### config.mk
export PLATFORM = sky130hd
export DESIGN_NAME = nand_byte_engine
export DESIGN_NICKNAME = d
export VERILOG_FILES = /design/src/rtl/nfc_pkg.sv /design/src/rtl/nfc_phase_timer.sv /design/src/rtl/nfc_cycle_fsm.sv /design/src/rtl/nand_byte_engine.sv
export SDC_FILE = /design/constraint.sdc
export NUM_CORES = 1
export LEC_CHECK = 0
export BUFFER_PORTS_ARGS = -buffer_cell sky130_fd_sc_hd__buf_2
export CELL_PAD_IN_SITES_DETAIL_PLACEMENT = 1
export CELL_PAD_IN_SITES_GLOBAL_PLACEMENT = 2
export CORE_MARGIN = 1.5
export CORE_UTILIZATION = 30
export DETAILED_ROUTE_END_ITERATION = 10
export GPL_ROUTABILITY_DRIVEN = 1
export HOLD_SLACK_MARGIN = 0.15
export PLACE_DENSITY = 0.79
export SYNTH_ARGS = -nofsm -noshare
export SYNTH_HDL_FRONTEND = slang
export SYNTH_SLANG_ARGS = --single-unit
### constraint.sdc
create_clock -name clk -period 2.1 [get_ports clk]
set_input_delay 0.42 -clock clk [delete_from_list [all_inputs] [get_ports clk]]
set_output_delay 0.42 -clock clk [all_outputs]
set_load 0.01 [all_outputs]
### src/rtl/nfc_pkg.sv
package nfc_pkg;

    typedef enum logic [1:0] {
        OP_CMD  = 2'b00,
        OP_ADDR = 2'b01,
        OP_WDAT = 2'b10,
        OP_RDAT = 2'b11
    } nfc_op_e;

    typedef enum logic [3:0] {
        ST_IDLE,
        ST_W_ZERO,
        ST_W_DRIVE,
        ST_W_HOLD,
        ST_R_TURN,
        ST_R_LOW1,
        ST_R_LOW2,
        ST_R_HIGH,
        ST_R_BACK
    } nfc_state_e;

    typedef struct packed {
        nfc_state_e st;
        logic       cle;
        logic       ale;
        logic       we_n;
        logic       re_n;
        logic       oe;
        logic [7:0] dout;
        logic [7:0] byte_v;
        logic [7:0] rdata;
        logic       done;
    } nfc_seq_s;

endpackage

### src/rtl/nfc_phase_timer.sv
module nfc_phase_timer #(
    parameter int PHASE_CYC = 2
) (
    input  logic clk,
    input  logic rst_n,
    input  logic start,
    output logic last
);
    localparam int CW = (PHASE_CYC > 1) ? $clog2(PHASE_CYC) : 1;
    localparam logic [CW-1:0] LOAD = CW'(PHASE_CYC - 1);

    logic [CW-1:0] cnt_d, cnt_q;

    always_comb begin
        cnt_d = cnt_q;
        if (start) begin
            cnt_d = LOAD;
        end else if (cnt_q != '0) begin
            cnt_d = cnt_q - 1'b1;
        end
    end

    always_ff @(posedge clk) begin
        if (!rst_n) cnt_q <= '0;
        else        cnt_q <= cnt_d;
    end

    assign last = (cnt_q == '0);
endmodule

### src/rtl/nfc_cycle_fsm.sv
module nfc_cycle_fsm
    import nfc_pkg::*;
(
    input  logic       clk,
    input  logic       rst_n,
    input  logic       req,
    input  logic [1:0] op,
    input  logic [7:0] wdata,
    input  logic [7:0] dq_in,
    input  logic       phase_last,
    output logic       phase_start,
    output logic       busy,
    output logic       done,
    output logic [7:0] rdata,
    output logic       cle,
    output logic       ale,
    output logic       we_n,
    output logic       re_n,
    output logic       oe,
    output logic [7:0] dout
);
    localparam nfc_seq_s RESET_VAL = '{
        st: ST_IDLE, cle: 1'b0, ale: 1'b0, we_n: 1'b1, re_n: 1'b1,
        oe: 1'b1, dout: 8'h00, byte_v: 8'h00, rdata: 8'h00, done: 1'b0
    };

    nfc_seq_s s_d, s_q;

    always_comb begin
        s_d         = s_q;
        s_d.done    = 1'b0;
        phase_start = 1'b0;
        case (s_q.st)
            ST_IDLE: begin
                if (req) begin
                    phase_start = 1'b1;
                    s_d.byte_v  = wdata;
                    if (nfc_op_e'(op) == OP_RDAT) begin
                        s_d.st = ST_R_TURN;
                        s_d.oe = 1'b0;
                    end else begin
                        s_d.st   = ST_W_ZERO;
                        s_d.we_n = 1'b0;
                        s_d.dout = 8'h00;
                        s_d.cle  = (nfc_op_e'(op) == OP_CMD);
                        s_d.ale  = (nfc_op_e'(op) == OP_ADDR);
                    end
                end
            end
            ST_W_ZERO: if (phase_last) begin
                phase_start = 1'b1;
                s_d.st      = ST_W_DRIVE;
                s_d.dout    = s_q.byte_v;
            end
            ST_W_DRIVE: if (phase_last) begin
                phase_start = 1'b1;
                s_d.st      = ST_W_HOLD;
                s_d.we_n    = 1'b1;
            end
            ST_W_HOLD: if (phase_last) begin
                s_d.st   = ST_IDLE;
                s_d.cle  = 1'b0;
                s_d.ale  = 1'b0;
                s_d.done = 1'b1;
            end
            ST_R_TURN: if (phase_last) begin
                phase_start = 1'b1;
                s_d.st      = ST_R_LOW1;
                s_d.re_n    = 1'b0;
            end
            ST_R_LOW1: if (phase_last) begin
                phase_start = 1'b1;
                s_d.st      = ST_R_LOW2;
                s_d.rdata   = dq_in;
            end
            ST_R_LOW2: if (phase_last) begin
                phase_start = 1'b1;
                s_d.st      = ST_R_HIGH;
                s_d.re_n    = 1'b1;
            end
            ST_R_HIGH: if (phase_last) begin
                phase_start = 1'b1;
                s_d.st      = ST_R_BACK;
                s_d.oe      = 1'b1;
            end
            ST_R_BACK: if (phase_last) begin
                s_d.st   = ST_IDLE;
                s_d.done = 1'b1;
            end
            default: s_d = RESET_VAL;
        endcase
    end

    always_ff @(posedge clk) begin
        if (!rst_n) s_q <= RESET_VAL;
        else        s_q <= s_d;
    end

    assign busy  = (s_q.st != ST_IDLE);
    assign done  = s_q.done;
    assign rdata = s_q.rdata;
    assign cle   = s_q.cle;
    assign ale   = s_q.ale;
    assign we_n  = s_q.we_n;
    assign re_n  = s_q.re_n;
    assign oe    = s_q.oe;
    assign dout  = s_q.dout;
endmodule

### src/rtl/nand_byte_engine.sv
module nand_byte_engine #(
    parameter int PHASE_CYC = 2
) (
    input  logic       clk,
    input  logic       rst_n,
    input  logic       chip_en,
    input  logic       req,
    input  logic [1:0] op,
    input  logic [7:0] wdata,
    output logic       busy,
    output logic       done,
    output logic [7:0] rdata,
    output logic       nand_ce_n,
    output logic       nand_cle,
    output logic       nand_ale,
    output logic       nand_we_n,
    output logic       nand_re_n,
    output logic [7:0] dq_out,
    output logic       dq_oe,
    input  logic [7:0] dq_in
);
    logic phase_start;
    logic phase_last;
    logic ce_n_d, ce_n_q;

    assign ce_n_d = ~chip_en;

    always_ff @(posedge clk) begin
        if (!rst_n) ce_n_q <= 1'b1;
        else        ce_n_q <= ce_n_d;
    end

    assign nand_ce_n = ce_n_q;

    nfc_phase_timer #(.PHASE_CYC(PHASE_CYC)) u_timer (
        .clk   (clk),
        .rst_n (rst_n),
        .start (phase_start),
        .last  (phase_last)
    );

    nfc_cycle_fsm u_fsm (
        .clk         (clk),
        .rst_n       (rst_n),
        .req         (req),
        .op          (op),
        .wdata       (wdata),
        .dq_in       (dq_in),
        .phase_last  (phase_last),
        .phase_start (phase_start),
        .busy        (busy),
        .done        (done),
        .rdata       (rdata),
        .cle         (nand_cle),
        .ale         (nand_ale),
        .we_n        (nand_we_n),
        .re_n        (nand_re_n),
        .oe          (dq_oe),
        .dout        (dq_out)
    );
endmodule

# Word-level counts from Yosys, hierarchy flattened
# Index checks and enable logic that the tools add are counted.
[totals]
reg_bits = 36
input_bits = 22
out_inout_bits = 24
wordCells = 94
[classes]
add_sub_neg = 1
eq_ne = 21
mux = 31
bitwise = 8
reduce_logical = 21
[op_table]
columns = ["cell", "count"]
rows = [
  ["4-bit case mux with 9 select lines", 1],
  ["7-bit OR reduction", 5],
  ["8-bit case mux with 2 select lines", 2],
  ["4-bit two-way mux", 7],
  ["8-bit two-way mux", 3],
  ["8-bit case mux with 3 select lines", 1],
  ["2-bit inequality test, second input constant", 10],
  ["17-bit two-way mux", 1],
  ["4-bit by 3-bit == test with 1-bit output, second input constant", 4],
  ["4-bit AND reduction", 4],
  ["8-bit OR reduction", 2],
  ["1-bit case mux with 3 select lines", 3],
  ["9-bit AND reduction", 1],
  ["4-bit by 2-bit == test with 1-bit output, second input constant", 2],
  ["1-bit inverter", 8],
  ["1-bit two-way mux", 7],
  ["7-bit two-way mux", 1],
  ["3-bit two-way mux", 2],
  ["6-bit two-way mux", 1],
  ["2-bit case mux with 3 select lines", 1],
  ["2-bit AND reduction", 3],
  ["6-bit OR reduction", 1],
  ["4-bit by 1-bit == test with 1-bit output, second input constant", 1],
  ["4-bit == test, second input constant", 1],
  ["10 further kinds", 10],
]

# Longest topological paths before layout
# Gate-level depths: netlist of run 1.
[depth]
ltp_word = 4
depth_mapped = 5
ltp_nobuf = 4

# Cells and area by module
# A second synthesis of run 1 with hierarchy kept.
[unflattened]
cells_unflattened = 208
area_unflattened_um2 = 1833.0
[modules_own_cells]
columns = ["module", "instances", "cells_per_inst", "area_per_inst_um2", "seq_area_each_um2"]
rows = [
  ["nfc_cycle_fsm", 1, 203, 1779.2, 680.7],
  ["nfc_phase_timer", 1, 3, 30.0, 20.0],
  ["nand_byte_engine", 1, 2, 23.8, 20.0],
]

# Worst setup path before layout of run 1
# No wires, ideal clock.
[synth_timing]
path_type = "register to output"
startpoint = "reg u_fsm.s_q[30] in the netlist's numbering"
endpoint = "out busy"
arrival_ps = 1051
required_time_ps = 1680
setup_slack_ps = 629
stages_incl_launch_ff = 5
path_buffers = 2
cell_sequence = "dfxtp_1 buf_6 nor3_4 buf_2 nand2_1"
[synth_via]
elab_chain_len = 1
[synth_rtl]
columns = ["item", "line", "rtl"]
rows = [
  ["start: declaration", "nfc_cycle_fsm.sv:27", "nfc_seq_s s_d, s_q;"],
  ["start signal: assignment", "nfc_cycle_fsm.sv:95", "if (!rst_n) s_q <= RESET_VAL;"],
  ["start signal: assignment", "nfc_cycle_fsm.sv:96", "else s_q <= s_d;"],
  ["4-bit nonzero test", "nfc_cycle_fsm.sv:99", "assign busy = (s_q.st != ST_IDLE);"],
  ["end: declaration", "nand_byte_engine.sv:10", "output logic busy,"],
]
# No other way between the ends.

# Worst setup path in the final report of run 1
[layout_timing]
startpoint = "reg u_fsm.s_q[32] in the netlist's numbering"
endpoint = "out busy"
# The elaborated chain is that of the path after synthesis.

==> impl_metrics.yaml, run 1 <==
sta:
  finalHoldViolCount: 0
  worst_pin_slew_ps: 523
  maxSlewHeadroom_pct: 65.1
  max_freq_ghz: 0.518
  post-route-period-util_pct: 91.9
  rsz0062_at_grt: "no"
  finalCriticalPeriod_ps: 1930
  slew_violations: 0
  skew_ps: 6.53
  setup_viol: 0
  holdWs_ps: 298
  fin_tns_setup_ps: 0
cells_and_area:
  largest_reg_flops: 12
  n_fill_cell: 659
  top_register: "u_fsm.s_q"
  multiInputGateArea_sq_um: 807
  drive_above_1_share_pct: 29.9
  nets: 252
  register_area_sq_um: 721
  diodes: 0
  layout.cells.non_filler: 303
  area_delta_synth_final_pct: 19.6
pwr:
  p_leak_nw: 0.878
  powerDensity_mw_per_mm2: 958
  seq_power_share_pct: 42.3
  power_frac_comb_pct: 27.2
  switching_share_pct: 31.7
  p_int_mw: 1.34
  vdd_ir_drop_max_mv: 0.367
  power_switching_mw: 0.623
  p_clk_share_pct: 30.5
yosys:
  ys_ff_latch: 36
  netlist_area_sq_mm: 0.00172
  synth_enable_flop_cells: 0
  synth_top_area_share_pct: 42.0
  ys_types: 42
  synth_area_leaders: "dfxtp_1 42%, a22o_1 8.2%, buf_4 7.4%, nand2_1 5.9%, mux2i_1 4.7%"
  synth_area_leader_cell: "dfxtp_1"
  avgSynthCellArea_sq_um: 8.89
  ys_seq_area_share_pct: 42.0
  ys.flop_type: "dfxtp_1"
  ys_top_cells_by_count: "36 x dfxtp_1, 27 x nand2_1, 17 x buf_4"
  async_flop_share_pct: 0
  yosys_warnings: 0
  syn-num-nets: 215
  yosysMostFrequentCell: "dfxtp_1"
  syn_inst: 193
min_path:
  hold_start: "chip_en"
  whs_endpoint: "nand_ce_n"
  whs_path_depth: 2
  hp-class: "input pin to register"
detailed_routing:
  via_count: 1498
  avgRoutedWirePerCell_um: 14.0
  vias_per_cell: 4.94
  wl_met1_um: 1940
  ant_nets: 0
  drt_wl_total_um: 4230
  initialDrtViolationCount: 50
  dr_wl_met3_um: 191
  dr.max_layer_used: "met4"
  wl_met2_um: 2080
  drc: 0
  detail_route.first_pass.iterations: 4
worst_setup_path:
  cp_slowest_stage_delay_ps: 470
  cp_max_fo: 15
  r2r.worst_path.cells: 4
  start_kind: "register"
  ff2ff_setup_slack_ps: 390
  critical_path.cell_chain: "nor3_4 > nand2_1 > buf_2"
  crit-reg2reg-launch: "u_fsm.s_q[32]"
  reg2reg_to: "u_fsm.rdata[5]"
  crit_type: "register to output port"
  crit_path_end_kind: "output port"
  arrival_ps: 1510
  cp_slowest_cell: "nor3_4"
  cp.required_ps: 1680
floorplan:
  core-area_sq_mm: 0.00551
  ios: 46
  dieWidth_um: 78.6
  dieArea_sq_mm: 0.00618
  die_h_um: 78.6
  num_rows: 27
  initial_core_util_pct: 31.2
clock_tree:
  htreeDepth: 2
  postCtsHoldBufs: 0
  cts_resized: 0
  clk_pin_slew_worst_paths_ps: 80
  root_buffer: "clkbuf_8"
  tritoncts.num_buffers: 5
  clock_sinks: 36
  cts_tree: "done"
  clk_latency_ps: 280
  post-cts-setup-buffer-count: 0
  clk_path_buf_depth: 2
placement:
  gp_congestion: 0.764
  dp_cells: 295
  place.detailed.hpwl_um: 3140
  portBuffers: 45
global_routing:
  grt_usage_pct: 14.6
  grt_pass1_vias: 1463
  grt.overflow.total: 0
  antenna_found_initial: 0
  grt_start_max_net_pins: 17
  grt_pass1_wl_um: 7080
run_status:
  outcome: "finished, final reports clean"
job:
  maxCapViolations: 0
-- power groups by stage --
stage          sequential (mW)  clock, mW  combinational (mW)
6_report                 0.832      0.599               0.535
3_5_place_dp             0.847          0               0.539
4_1_cts                  0.831      0.618               0.541
3_3_place_gp             0.846          0               0.535
5_1_grt                  0.845      0.651               0.602
2_1_floorplan            0.814          0               0.396
-- metal layers --
layer	track usage, %	vias up
met3	4.07	2
met5	0	-
met2	24.3	29
li1	-	747
met1	18.1	720
met4	4.82	0
-- cell families after synthesis --
| logic type | after synthesis | share of synthesized area (%) |
|---|---|---|
| xor+xnor | 1 | 0.511 |
| flops | 36 | 42.0 |
| mux | 8 | 4.67 |
| compound gates | 53 | 23.3 |
| buf+inv | 30 | 10.9 |
| simple gates | 65 | 18.6 |
-- worst max-delay path by stage --
| stage | depth (start not counted) | start | endpoint |
|---|---|---|---|
| after global placement | 4 | u_fsm.s_q[32] | u_fsm.s_q[32] |
| after detailed placement | 4 | u_fsm.s_q[32] | u_fsm.rdata[5] |
| after floorplan | 4 | u_fsm.s_q[30] | busy |
| after CTS | 3 | u_fsm.s_q[32] | busy |
| final | 3 | u_fsm.s_q[32] | busy |
| after global routing | 3 | u_fsm.s_q[32] | busy |
-- worst max-delay path: cells and delay by family (launching register included) --
| family | cells | cell delay (ps) |
|---|---|---|
| simple gates | 2 | 600 |
| flops | 1 | 460 |
| buf+inv | 1 | 160 |
-- metrics by stage --
stage	power [mW]	setup WS, ps	instance area [sq um]	util [%]
after floorplan	1.21	629	1720	-
after global placement	1.38	450	1940	35.3
after detailed placement	1.39	390	1940	35.3
after CTS	1.99	146	2050	37.3
after global routing	2.10	34.5	2050	37.3
final	1.97	170	2050	37.3
-- cell usage in the layout, fill, tap and decap left out, types with 2 or more instances in the layout --
cell	instances
a21oi_1	8
a22o_1	16
a22oi_1	8
buf_2	45
buf_4	12
clkbuf_8	5
dfxtp_1	36
inv_1	3
mux2i_1	8
nand2_1	27
nand2b_1	2
nand3_1	4
nand4_1	3
nor2_1	15
nor2b_1	4
o21ai_0	5
o31a_1	2
o31ai_1	2
-- cell type report --
class	count	share of cell area, %
clock inverters	2	1.71
repair buffers	57	15.4
multi-input cells	127	39.3
inverters	3	0.549
clock buffers	6	3.54
well taps	72	4.39
flip-flops and latches	36	35.1
No activity file was read; power rests on OpenSTA's default activity.
==> run 2, diff against run 1 <==
--- a/config.mk
+++ b/config.mk
@@ -13,7 +13,8 @@
 export DETAILED_ROUTE_END_ITERATION = 10
 export GPL_ROUTABILITY_DRIVEN = 1
 export HOLD_SLACK_MARGIN = 0.15
-export PLACE_DENSITY = 0.79
+export PLACE_DENSITY = 0.78
 export SYNTH_ARGS = -nofsm -noshare
 export SYNTH_HDL_FRONTEND = slang
+export SYNTH_HIERARCHICAL = 1
 export SYNTH_SLANG_ARGS = --single-unit
==> run 2 against run 1 <==
Final area up 3.7%. Sequential share of layout area down 1.2 points. Synthesized cell count up 7.8%. Clock skew up 4.4 ps. Setup slack better by 150 ps. First-iteration DRC count up 20%. Register-to-register slack worse by 60 ps. Global-route usage up 0.27 points. Area after synthesis up 6.9%.
==> impl_metrics.yaml, run 2 <==
run_status:
  outcome: "finished, final reports clean"
yosys:
  syn_inst: 208
  synth_area_leaders: "dfxtp_1 39%, buf_4 7.8%, a21boi_1 6.6%, a32oi_1 3.8%, o21ai_0 3.8%"
  netlist_area_sq_mm: 0.00183
  ys_top_cells_by_count: "36 x dfxtp_1, 19 x buf_4, 18 x nand2_1"
  ys_seq_area_share_pct: 39.3
  async_flop_share_pct: 0
  ys_ff_latch: 36
  synth_enable_flop_cells: 0
  ys_types: 42
  yosys_warnings: 6
  synth_top_area_share_pct: 39.3
  ys.flop_type: "dfxtp_1"
  syn-num-nets: 230
  yosysMostFrequentCell: "dfxtp_1"
  avgSynthCellArea_sq_um: 8.81
  synth_area_leader_cell: "dfxtp_1"
sta:
  slew_violations: 0
  maxSlewHeadroom_pct: 41.1
  fin_tns_setup_ps: 0
  finalHoldViolCount: 0
  worst_pin_slew_ps: 877
  post-route-period-util_pct: 84.9
  skew_ps: 10.9
  final.setup.worst_slack_ps: 317
  rsz0062_at_grt: "no"
  max_freq_ghz: 0.561
  setup_viol: 0
  finalCriticalPeriod_ps: 1780
clock_tree:
  postCtsHoldBufs: 0
  cts_resized: 0
  tritoncts.num_buffers: 5
  root_buffer: "clkbuf_8"
  post-cts-setup-buffer-count: 0
  cts_tree: "done"
  htreeDepth: 2
  clock_sinks: 36
  clk_path_buf_depth: 2
  clk_pin_slew_worst_paths_ps: 80
  clk_latency_ps: 290
cells_and_area:
  largest_reg_flops: 12
  drive_above_1_share_pct: 29.5
  area_delta_synth_final_pct: 16.0
  top_register: "u_fsm/s_q"
  layout_common_cells: "45 x buf_2, 36 x dfxtp_1, 18 x nand2_1"
  diodes: 0
  final_common_cell: "buf_2"
  nets: 262
  layout.cells.non_filler: 316
worst_setup_path:
  crit_path_end_kind: "output port"
  crit_type: "register to output port"
  reg2reg_to: "u_fsm/rdata[1]"
  cp_max_fo: 12
  arrival_ps: 1360
  start_kind: "register"
  ff2ff_setup_slack_ps: 330
  cp.required_ps: 1680
  crit-reg2reg-launch: "u_fsm/s_q[32]"
  r2r.worst_path.cells: 4
detailed_routing:
  vias_per_cell: 5.01
  initialDrtViolationCount: 60
  detail_route.first_pass.iterations: 3
  drc: 0
  drt_wl_total_um: 4450
  ant_nets: 0
  avgRoutedWirePerCell_um: 14.1
  via_count: 1584
pwr:
  p_total_mw: 2.47
  p_clk_share_pct: 20.9
  seq_power_share_pct: 36.5
  powerDensity_mw_per_mm2: 1160
  vdd_ir_drop_max_mv: 0.342
  p_leak_nw: 0.860
  switching_share_pct: 39.9
  power_frac_comb_pct: 42.6
  p_int_mw: 1.48
  power_switching_mw: 0.983
global_routing:
  grt_start_max_net_pins: 29
  grt.overflow.total: 0
  grt_pass1_wl_um: 7400
  grt_pass1_vias: 1517
  antenna_found_initial: 0
  grt_usage_pct: 14.9
placement:
  portBuffers: 45
  gp_congestion: 0.757
  place.detailed.hpwl_um: 3190
  dp_cells: 308
  place_ws_ps: 357
floorplan:
  initial_core_util_pct: 31.0
  core-area_sq_mm: 0.00592
  dieWidth_um: 81.2
  dieArea_sq_mm: 0.00659
  die_h_um: 81.2
  ios: 46
  num_rows: 28
min_path:
  hp-class: "input pin to register"
  whs_endpoint: "nand_ce_n"
  whs_path_depth: 2
  hold_start: "chip_en"
job:
  maxCapViolations: 0
==> run 2: cell count changes after synthesis, moves of 8 or more <==
cell,previous run,this run
a21boi_1,0,16
a22o_1,16,1
a32oi_1,0,8
nand2_1,27,18
o21ai_0,5,14
==> run 2: through the flow <==
step | cell area, sq um | util (%) | hold slack, ps
after floorplan | 1830 | - | 431
after global placement | 2030 | 34.4 | 447
after detailed placement | 2030 | 34.4 | 449
after CTS | 2130 | 35.9 | 265
after global routing | 2130 | 35.9 | 274
final | 2130 | 35.9 | 279
==> run 2: power groups by stage <==
stage / registers [mW] / clock network, mW / logic (mW)
6_report: 0.899 / 0.516 / 1.05
5_1_grt: 0.916 / 0.568 / 1.19
4_1_cts: 0.901 / 0.545 / 1.06
3_5_place_dp: 0.916 / 0 / 1.06
3_3_place_gp: 0.916 / 0 / 1.04
2_1_floorplan: 0.854 / 0 / 0.819
==> run 2: how the worst max path moves through the flow <==
stage                              from             end  slack (ps)  cells past startpoint
after floorplan           u_fsm/s_q[32]       u_fsm/ale         610                      5
after detailed placement  u_fsm/s_q[32]  u_fsm/rdata[1]         360                      4
after global routing      u_fsm/s_q[32]  u_fsm/rdata[6]          30                      4
final                     u_fsm/s_q[32]            busy         320                      3
after global placement    u_fsm/s_q[32]  u_fsm/rdata[1]         360                      4
after CTS                 u_fsm/s_q[32]            busy         290                      3
==> run 2: area by class of cell <==
type                       count  area [sq um]
clock buffer                   6          82.6
clock inverter                 2          10.0
fill                         718          3790
inverter                       2          7.51
multi-input combinational    140           912
sequential                    36           721
tap                           75          93.8
timing repair buffer          55           300
==> run 2: critical path: stages (launching register included) <==
cell	delay, ps
dfxtp_1	460
nor4_4	400
inv_2	60
buf_2	140
==> run 2: logic make-up (layout without fill, tap and decap cells) <==
logic type | Yosys count | after routing | synth area share [%]
buf+inv | 32 | 65 | 10.9
compound gates | 60 | 60 | 23.5
simple gates | 76 | 76 | 23.9
mux | 4 | 4 | 2.39
flops | 36 | 36 | 39.3
==> run 2: routing by layer <==
metal,share of wire [%],global-route usage (%),vias up
met2,46,23.8,27
li1,-,-,801
met5,0,0,-
met3,4.2,4.27,5
met4,1.5,5.69,0
met1,48,18.9,751
==> run 3, diff against run 2 <==
--- a/config.mk
+++ b/config.mk
@@ -9,11 +9,11 @@
 export CELL_PAD_IN_SITES_DETAIL_PLACEMENT = 1
 export CELL_PAD_IN_SITES_GLOBAL_PLACEMENT = 2
 export CORE_MARGIN = 1.5
-export CORE_UTILIZATION = 30
+export CORE_UTILIZATION = 28
 export DETAILED_ROUTE_END_ITERATION = 10
 export GPL_ROUTABILITY_DRIVEN = 1
 export HOLD_SLACK_MARGIN = 0.15
-export PLACE_DENSITY = 0.78
+export PLACE_DENSITY = 0.76
 export SYNTH_ARGS = -nofsm -noshare
 export SYNTH_HDL_FRONTEND = slang
 export SYNTH_HIERARCHICAL = 1
==> constraint.sdc (replaced) <==
create_clock -name clk -period 1.55 [get_ports clk]
set_input_delay 0.31 -clock clk [delete_from_list [all_inputs] [get_ports clk]]
set_output_delay 0.31 -clock clk [all_outputs]
set_load 0.01 [all_outputs]
==> run 3 against run 2 <==
Global-route usage shrank 0.37 points. Flip-flop and latch count is the same. Sequential share of layout area shrank 2.5 points. Critical path type unchanged. Critical endpoint unchanged. First-iteration DRC count grew 27%. Count of clock-buffer cells in the layout grew 1.
==> impl_metrics.yaml, run 3 (synthesis gave the netlist of run 2 again) <==
sta:
  maxSlewHeadroom_pct: 75.8
  post-route-period-util_pct: 97.1
  max_freq_ghz: 0.665
  setup_viol: 0
  finalHoldViolCount: 0
  skew_ps: 4.45
  finalCriticalPeriod_ps: 1500
  rsz0062_at_grt: "yes"
  slew_violations: 0
  worst_pin_slew_ps: 362
cells_and_area:
  top_register: "u_fsm/s_q"
  layout.cells.non_filler: 332
  final_common_cell: "buf_2"
  nets: 276
  area_delta_synth_final_pct: 26.4
  register_area_sq_um: 728
  layout_common_cells: "44 x buf_2, 32 x dfxtp_1, 23 x buf_4"
  largest_reg_flops: 12
  finish.utilization_pct: 36.5
  drive_above_1_share_pct: 38.0
  diodes: 0
  multiInputGateArea_sq_um: 943
  n_fill_cell: 760
worst_setup_path:
  cp_max_fo: 7
  cp_slowest_stage_delay_ps: 380
  ff2ff_setup_slack_ps: 60
  critical_path.cell_chain: "nor4_4 > inv_2 > buf_6"
  crit_type: "register to output port"
  cp_slowest_cell: "dfxtp_4"
  start_kind: "register"
  r2r.worst_path.cells: 5
  crit_path_end_kind: "output port"
  crit-reg2reg-launch: "u_fsm/s_q[32]"
  cp.required_ps: 1240
  arrival_ps: 1190
  reg2reg_to: "u_fsm/dout[4]"
global_routing:
  grt_usage_pct: 14.5
  antenna_found_initial: 0
  grt_pass1_vias: 1631
  grt_start_max_net_pins: 27
  grt_pass1_wl_um: 8120
  grt.overflow.total: 0
pwr:
  switching_share_pct: 37.5
  p_int_mw: 2.39
  vdd_ir_drop_max_mv: 0.595
  p_leak_nw: 0.953
  p_clk_share_pct: 24.1
  power_switching_mw: 1.43
  power_frac_comb_pct: 45.0
  seq_power_share_pct: 30.9
  powerDensity_mw_per_mm2: 1650
placement:
  place.detailed.hpwl_um: 3450
  gp_congestion: 0.794
  portBuffers: 45
  dp_cells: 322
floorplan:
  dieArea_sq_mm: 0.00704
  num_rows: 29
  initial_core_util_pct: 28.9
  dieWidth_um: 83.9
  core-area_sq_mm: 0.00635
  ios: 46
  die_h_um: 83.9
clock_tree:
  postCtsHoldBufs: 0
  htreeDepth: 2
  clk_path_buf_depth: 2
  root_buffer: "clkbuf_8"
  clock_sinks: 36
  clk_latency_ps: 290
  clk_pin_slew_worst_paths_ps: 70
  tritoncts.num_buffers: 5
  cts_tree: "done"
min_path:
  hp-class: "input pin to register"
  hold_start: "chip_en"
  whs_path_depth: 2
  whs_endpoint: "nand_ce_n"
detailed_routing:
  initialDrtViolationCount: 76
  avgRoutedWirePerCell_um: 14.4
  detail_route.first_pass.iterations: 4
  drc: 0
  ant_nets: 0
  vias_per_cell: 4.99
  via_count: 1658
  drt_wl_total_um: 4800
job:
  maxCapViolations: 0
run_status:
  outcome: "finished, final reports clean"
## run 3: through the flow
stage	hold WS [ps]	worst slack (ps)	setup TNS, ps	cell area [sq um]	total power, mW
after floorplan	372	62.3	0	1830	2.27
after global placement	441	-30.7	-203	2130	2.78
after detailed placement	447	-106	-679	2130	2.80
after CTS	162	4.46	0	2280	3.80
after global routing	176	-48.1	-89.1	2320	4.11
final	172	45.6	0	2320	3.82
## run 3: repair_timing
item | CTS | global route
buffers inserted | 0 | 2
gates resized for setup | 6 | 9
endpoints found under the setup margin | 26 | 19
pin swaps | 0 | 3
gates cloned | 0 | 0
## run 3: power groups by stage
stage | combinational (mW) | sequential [mW] | clock, mW
after global placement | 1.59 | 1.19 | 0
after detailed placement | 1.61 | 1.19 | 0
after global routing | 1.90 | 1.21 | 1.00
final | 1.72 | 1.18 | 0.920
after CTS | 1.67 | 1.18 | 0.955
after floorplan | 1.11 | 1.16 | 0
## run 3: metal layers
metal	up-vias	track usage (%)	wire length (um)
met5	-	0	0
met4	0	5.81	110
met3	11	4.35	225
met2	36	23.2	2270
met1	784	18.2	2190
li1	827	-	-
## run 3: cell type report
cell class	instances	share of cell area [%]
Clock buffer	7	4.16
Clock inverter	1	1.30
Inverter	2	0.324
Multi-Input combinational cell	140	40.7
Sequential cell	36	31.4
Tap cell	77	4.16
Timing Repair Buffer	69	17.9
## run 3: worst max-delay path by stage
stage,startpoint,endpoint,slack (ps),cells after the start
2_1_floorplan,u_fsm/s_q[32],u_fsm/ale,60,5
3_3_place_gp,u_fsm/s_q[32],u_fsm/s_q[12],-30,4
3_5_place_dp,u_fsm/s_q[30],u_fsm/rdata[0],-110,5
4_1_cts,u_fsm/s_q[32],busy,4,3
5_1_grt,u_fsm/s_q[31],busy,-50,3
6_report,u_fsm/s_q[31],busy,50,3
## run 3: worst max-delay path, delay by kind of cell (launching register included)
family	cells	cell delay, ps
simple gates	1	330
flops	1	380
buf+inv	2	190
